==> src/rtl/irq_pick_pkg.sv <==
package irq_pick_pkg;

  typedef enum logic [1:0] {
    PRIV_USER  = 2'd0,
    PRIV_SUPER = 2'd1,
    PRIV_MACH  = 2'd3
  } privCode_e;

  // strobes from the control half to the datapath half
  typedef struct packed {
    logic machOk;
    logic supOk;
    logic hostOk;
    logic virtOn;
  } gateStrobes_t;

endpackage

==> src/rtl/irq_pick_ctrl.sv <==
module irq_pick_ctrl
  import irq_pick_pkg::*;
(
  input  logic [1:0]   privLvl,
  input  logic         mIe,
  input  logic         sIe,
  input  logic         hostSIe,
  input  logic         virtOn,
  output gateStrobes_t gates
);

  logic belowMach;
  logic atMach;
  logic atUser;
  logic atSuper;

  always_comb begin
    belowMach = (privLvl != PRIV_MACH);
    atMach    = (privLvl == PRIV_MACH);
    atUser    = (privLvl == PRIV_USER);
    atSuper   = (privLvl == PRIV_SUPER);

    gates.machOk = belowMach | (atMach & mIe);
    gates.supOk  = atUser | (atSuper & sIe);
    gates.hostOk = atUser | (atSuper & hostSIe);
    gates.virtOn = virtOn;
  end

endmodule

==> src/rtl/irq_pick_dp.sv <==
module irq_pick_dp
  import irq_pick_pkg::*;
#(
  parameter int NUM_IRQ = 12,
  parameter int CW      = $clog2(NUM_IRQ),
  parameter logic [NUM_IRQ-1:0] GUEST_MASK = '0
) (
  input  logic               clk,
  input  logic               rst_n,
  input  logic [NUM_IRQ-1:0] pendVec,
  input  logic [NUM_IRQ-1:0] enableVec,
  input  logic [NUM_IRQ-1:0] delegMask,
  input  gateStrobes_t       gates,
  output logic               irqValid,
  output logic [CW-1:0]      irqCause,
  output logic               irqToSup,
  output logic               forceHost
);

  function automatic logic [CW-1:0] lowestIdx(input logic [NUM_IRQ-1:0] vec);
    logic [CW-1:0] idx;
    idx = '0;
    for (int i = NUM_IRQ - 1; i >= 0; i--) begin
      if (vec[i]) idx = CW'(i);
    end
    return idx;
  endfunction

  logic [NUM_IRQ-1:0] candVec;
  logic [NUM_IRQ-1:0] hostCand;
  logic [NUM_IRQ-1:0] baseCand;
  logic [NUM_IRQ-1:0] takenVec;
  logic [NUM_IRQ-1:0] selVec;
  logic               useHost;
  logic               nextValid;
  logic [CW-1:0]      nextCause;
  logic               nextSup;

  always_comb begin
    candVec  = pendVec & enableVec;
    hostCand = candVec & ~GUEST_MASK & {NUM_IRQ{gates.hostOk}};
    baseCand = gates.virtOn ? (candVec & GUEST_MASK) : (candVec & ~GUEST_MASK);
    takenVec = (baseCand & ~delegMask & {NUM_IRQ{gates.machOk}})
             | (baseCand &  delegMask & {NUM_IRQ{gates.supOk}});
    useHost   = gates.virtOn & (|hostCand);
    selVec    = useHost ? hostCand : takenVec;
    nextValid = |selVec;
    nextCause = lowestIdx(selVec);
    nextSup   = nextValid & delegMask[nextCause];
  end

  always_ff @(posedge clk or negedge rst_n) begin
    if (!rst_n) begin
      irqValid  <= 1'b0;
      irqCause  <= '0;
      irqToSup  <= 1'b0;
      forceHost <= 1'b0;
    end else begin
      irqValid  <= nextValid;
      irqCause  <= nextValid ? nextCause : '0;
      irqToSup  <= nextSup;
      forceHost <= useHost;
    end
  end

  AST_FORCE_HAS_IRQ: assert property (@(posedge clk) disable iff (!rst_n)
    forceHost |-> irqValid);

  AST_FORCE_NEEDS_VIRT: assert property (@(posedge clk) disable iff (!rst_n)
    forceHost |-> $past(gates.virtOn));

  AST_NO_GUEST_OUTSIDE: assert property (@(posedge clk) disable iff (!rst_n)
    (irqValid && !$past(gates.virtOn)) |-> !((GUEST_MASK >> irqCause) & 1'b1));

endmodule

==> src/rtl/irq_pick_top.sv <==
module irq_pick_top
  import irq_pick_pkg::*;
#(
  parameter int NUM_IRQ    = 12,
  parameter int GUEST_SW   = 2,
  parameter int GUEST_TIM  = 6,
  parameter int GUEST_EXT  = 10
) (
  input  logic                       clk,
  input  logic                       rst_n,
  input  logic [NUM_IRQ-1:0]         pendVec,
  input  logic [NUM_IRQ-1:0]         enableVec,
  input  logic [NUM_IRQ-1:0]         delegMask,
  input  logic [1:0]                 privLvl,
  input  logic                       mIe,
  input  logic                       sIe,
  input  logic                       hostSIe,
  input  logic                       virtOn,
  output logic                       irqValid,
  output logic [$clog2(NUM_IRQ)-1:0] irqCause,
  output logic                       irqToSup,
  output logic                       forceHost
);

  localparam int CW = $clog2(NUM_IRQ);
  localparam logic [NUM_IRQ-1:0] GUEST_MASK =
    (NUM_IRQ'(1) << GUEST_SW) | (NUM_IRQ'(1) << GUEST_TIM) | (NUM_IRQ'(1) << GUEST_EXT);

  gateStrobes_t gates;

  irq_pick_ctrl u_ctrl (
    .privLvl (privLvl),
    .mIe     (mIe),
    .sIe     (sIe),
    .hostSIe (hostSIe),
    .virtOn  (virtOn),
    .gates   (gates)
  );

  irq_pick_dp #(
    .NUM_IRQ    (NUM_IRQ),
    .CW         (CW),
    .GUEST_MASK (GUEST_MASK)
  ) u_dp (
    .clk       (clk),
    .rst_n     (rst_n),
    .pendVec   (pendVec),
    .enableVec (enableVec),
    .delegMask (delegMask),
    .gates     (gates),
    .irqValid  (irqValid),
    .irqCause  (irqCause),
    .irqToSup  (irqToSup),
    .forceHost (forceHost)
  );

  AST_CAUSE_IS_CAND: assert property (@(posedge clk) disable iff (!rst_n)
    irqValid |-> ((($past(pendVec) & $past(enableVec)) >> irqCause) & 1'b1));

  AST_EMPTY_NO_IRQ: assert property (@(posedge clk) disable iff (!rst_n)
    ($past(pendVec & enableVec) == '0) |-> !irqValid);

  AST_MACH_MASKED: assert property (@(posedge clk) disable iff (!rst_n)
    ($past(privLvl) == 2'd3 && !$past(mIe)) |-> !irqValid);

  AST_SUP_FLAG: assert property (@(posedge clk) disable iff (!rst_n)
    irqToSup |-> irqValid);

endmodule

==> config.mk <==
export PLATFORM = sky130hd
export DESIGN_NAME = irq_pick_top
export DESIGN_NICKNAME = d
export VERILOG_FILES = /design/src/rtl/irq_pick_pkg.sv /design/src/rtl/irq_pick_ctrl.sv /design/src/rtl/irq_pick_dp.sv /design/src/rtl/irq_pick_top.sv
export SDC_FILE = /design/constraint.sdc
export NUM_CORES = 1
export LEC_CHECK = 0
export BUFFER_PORTS_ARGS = -buffer_cell sky130_fd_sc_hd__buf_2
export CAP_MARGIN = 20
export CORE_UTILIZATION = 35
export CTS_BUF_LIST = sky130_fd_sc_hd__clkbuf_8
export DETAILED_ROUTE_END_ITERATION = 8
export GPL_ROUTABILITY_DRIVEN = 0
export PLACE_DENSITY = 0.78
export SYNTH_ARGS = -nofsm -noshare
export SYNTH_HDL_FRONTEND = slang
export SYNTH_HIERARCHICAL = 1
export SYNTH_SLANG_ARGS = --single-unit
==> constraint.sdc <==
create_clock -name clk -period 0.8 [get_ports clk]
set_input_delay 0.24 -clock clk [delete_from_list [all_inputs] [get_ports clk]]
set_output_delay 0.24 -clock clk [all_outputs]
set_load 0.05 [all_outputs]
# Yosys cells after proc, flatten, opt, wreduce, memory -nomap -nowiden
# Index checks and enable logic that the tools add are counted.
# totals
latchBits	0
mem_count	0
register_bits	7
word_cells	44
input_bits	44
rom_bits	0
out_inout_bits	7
mem_bits_rw	0
# classes
reduce_logical	3
mul	0
muxes	17
eq_ne	3
addsub	0
n_bitwise	16
shift	0
n_div	0
magnitude_cmp	1
# op_table
op	n
bitwise AND 12 bit	6
2-to-1 mux 4 bit	13
2-to-1 mux 12 bit	2
OR reduction 12 bit	2
NOT 12 bit	1
bitwise OR 12 bit	1
bitwise AND 1 bit	5
less-than comparator 4 x 5 -> 1 bit (second input constant)	1
binary-select mux 1 bit (select 4 bit)	1
bitwise OR 1 bit	3
equality test 2 x 1 -> 1 bit (second input constant)	1
equality test 2 bit (second input constant)	1
logical NOT 2 bit	1
!= test 2 bit (second input constant)	1
2-to-1 mux 1 bit	1

# Longest topological paths before layout
# logic_depth
word_depth	22
mapped_depth	12
mapped_depth_nobuf	10

# Hierarchy
# Netlist, hierarchy kept.
# by_module_without_submodules
module	cells_each	area_per_inst_um2	instances	seq_area_each_um2
irq_pick_dp	110	900.9	1	175.2
irq_pick_ctrl	6	32.5	1	0.0

# Worst setup path before layout
# Ideal clock, no wire load.
# synth_timing
path_kind	in2reg
start	input port sIe
end	register u_dp.irqToSup
setup_time_ps	132
path_stages	11
arrival_ps	2042
required_ps	668
n_path_buf	2
slack_ps	-1374
cell_sequence	inv_1 a21oi_1 buf_6 mux2i_1 a211o_1 o31a_2 or2_1 buf_6 mux2_4 o211ai_2 o211ai_2
# synth_rtl
element	line_no	text
from (decl)	irq_pick_top.sv:16	input logic sIe,
to (signal assigned)	irq_pick_dp.sv:61	irqToSup <= nextSup;
to (decl)	irq_pick_dp.sv:16	output logic irqToSup,

==> metrics.cfg <==
[yosys]
ys_seq_area_share_pct = 18.8
synth_top_area_share_pct = 18.8
synth.distinct_cells = 37
syn_avg_cell_area_sq_um = 8.05
synth_most_common_cell = nand2_1
synth_ff_type = dfrtp_1
syn-cell-area_sq_um = 933
async_flop_share_pct = 100
synth_edf_count = 0
syn_nets = 160
yosys_register_bits = 7
synthTopCellsByArea = dfrtp_1 19%, mux2i_1 11%, mux2_2 6.0%
netlist_instances = 116
synth_largest_area_cell = dfrtp_1
ys_warn_count = 6
synth_commonest_cells = 11 x nand2_1, 10 x a21oi_1, 10 x mux2i_1

[layout]
register_area_sq_um = 183
multiInputGateArea_sq_um = 795
drive_above_1_share_pct = 64.8
fin_nets = 255
area_growth_pct = 85.5
stdcell_count = 240
nFillCells = 212
antenna_cells = 0

[status]
violations = setup timing
status = finished, violations left

[timing]
max_freq_mhz = 470
hold_violations = 0
rsz0062_at_grt = true
fin_crit_sh_pct = 266
tightestPinTransition_ns = 0.399
fin_setup_tns_ns = -7.95
relSlewSlack_pct = 73.4
timing.final.ws_setup_ns = -1.33
setup_viol = 14
drv_slew = 0
fin_crit_ns = 2.13

[clock_network]
clk_pin_slew_ns = 0.04
tritoncts = done
ctsRootBufferMaster = clkbuf_8
cts_made_buffers = 3
cts.sinks = 7
clockBufferDepth = 2
cts.htree.levels = 1

[die]
core_area_sq_um = 2500
io_pins = 51
start_util_pct = 37.3
die-height_microns = 53.6
die_w_microns = 53.6
die_area_sq_um = 2880
num_rows = 18

[placement]
dp_worst_setup_slack_ns = -1.54
placed_cells = 235
hpwl_microns = 2780
portBuffers = 50

[pwr]
power_frac_seq_pct = 19.6
power.density_nw_per_um2 = 1300
clkPwrFrac_pct = 20.9
finalPower_uw = 2260
p_switching_uw = 842
leakage_uw = 0.000857
p_comb_share_pct = 59.5
swShare_pct = 37.3
p_int_uw = 1420
vdd_drop_max_mv = 1.67

[hold_path]
min_path_type = in -> async

[global_route]
grt_max_degree = 12
grt_pass1_vias = 1306
overflow = 0
grt_pass1_wl_microns = 5040
antenna_found_initial = 0
grtUsageTotal_pct = 23.6

[worst_setup_path]
startpoint_type = input pin
worstPathArrival_ns = 2.27
crit_path_end_kind = register
cp-startpoint = mIe
cp_max_fo = 10
crit_required_ns = 0.95
worstSetupPathType = in -> reg

[detailed_routing]
wl_per_cell_microns = 13.8
drt_first_pass_iters = 5
via_per_inst = 5.36
wl_microns = 3310
drc = 0
drtAntennaViolNets = 0
via_count = 1286
drt_iter0_drc = 12

[flow_run]
max_cap_viol_count = 0

cell usage in the layout (no fill, tap or decap), types with 2 or more instances in the layout:
cell type | Yosys | layout
nor3_1 | 6 | 5
buf_6 | 3 | 10
nor2b_4 | 0 | 2
a211o_1 | 3 | 3
mux2i_1 | 10 | 9
clkbuf_8 | 0 | 3
nor2_1 | 9 | 6
mux2_2 | 5 | 5
a21oi_2 | 0 | 4
dfrtp_2 | 0 | 6
buf_2 | 2 | 43
o31a_2 | 2 | 2
buf_4 | 1 | 42
inv_1 | 5 | 6
a22oi_1 | 3 | 3
o21ai_0 | 2 | 2
nor3b_1 | 2 | 2
o211ai_2 | 2 | 2
o21a_1 | 5 | 5
nor2_2 | 0 | 3
nand2_1 | 11 | 11
a21oi_1 | 10 | 5
nand3_1 | 6 | 6
cell families after synthesis:
group | synth area share [%]
and+or+nand+nor | 23.2
AOI/OAI and AO/OA | 31.0
muxes | 19.6
buffers and inverters | 7.51
DFF | 18.8
routing by layer:
metal	up-vias	wire length [microns]	track usage, %
li1	627	-	-
met1	601	1210	23.1
met2	48	1890	50.4
met3	10	105	0.565
met4	0	104	9.65
met5	-	0	0
critical path: stages:
cell and delay (ns):
buf_2 0.10, nand3b_1 0.21, buf_6 0.18, mux2i_1 0.16, nor3_1 0.09, buf_4 0.15
or3_4 0.40, o22ai_4 0.20, mux2_2 0.38, o211ai_2 0.15
power by group through the flow:
stage / sequential, uW / clock [uW] / combinational [uW]
after CTS: 444 / 478 / 1300
after global routing: 452 / 503 / 1430
after floorplan: 641 / 0 / 510
after detailed placement: 434 / 0 / 1180
after global placement: 432 / 0 / 1150
final: 443 / 472 / 1340
final cells by class:
class,count,area share (%)
clock buffer,3,2.38
multi-input combinational,98,45.9
clock inverter,1,0.217
tap,30,2.17
sequential,7,10.5
timing repair buffer,96,37.7
inverter,5,1.08
registers in the layout, summed over array words and instances (netlist names):
register and flops:
u_dp/forceHost 1, u_dp/irqCause 4, u_dp/irqToSup 1, u_dp/irqValid 1
what timing repair did:
item	4_1_cts	5_1_grt
endpoints found under the hold margin	7	0
hold buffers	1	0
pin swaps	2	2
setup endpoints to repair	14	14
gates resized for setup	20	8
gates cloned	0	0
buffers inserted	1	1
how the worst max path moves through the flow:
stage / slack, ns / cells past startpoint / endpoint
floorplan: -1.33 / 11 / u_dp/irqToSup
global placement: -1.45 / 12 / u_dp/irqToSup
detailed placement: -1.54 / 11 / u_dp/irqToSup
CTS: -1.26 / 11 / u_dp/irqToSup
global route: -1.38 / 10 / u_dp/irqToSup
finish: -1.33 / 10 / u_dp/irqToSup
per-stage QoR:
stage | hold slack [ns] | area [sq um] | utilization (%)
5_1_grt | 0.419 | 1730 | 69.3
2_1_floorplan | -0.0556 | 998 | -
3_3_place_gp | 0.0694 | 1570 | 62.8
6_report | 0.389 | 1730 | 69.3
4_1_cts | 0.379 | 1690 | 67.7
3_5_place_dp | 0.0780 | 1570 | 62.8
Note: power is estimated with default switching activity, not from simulation.
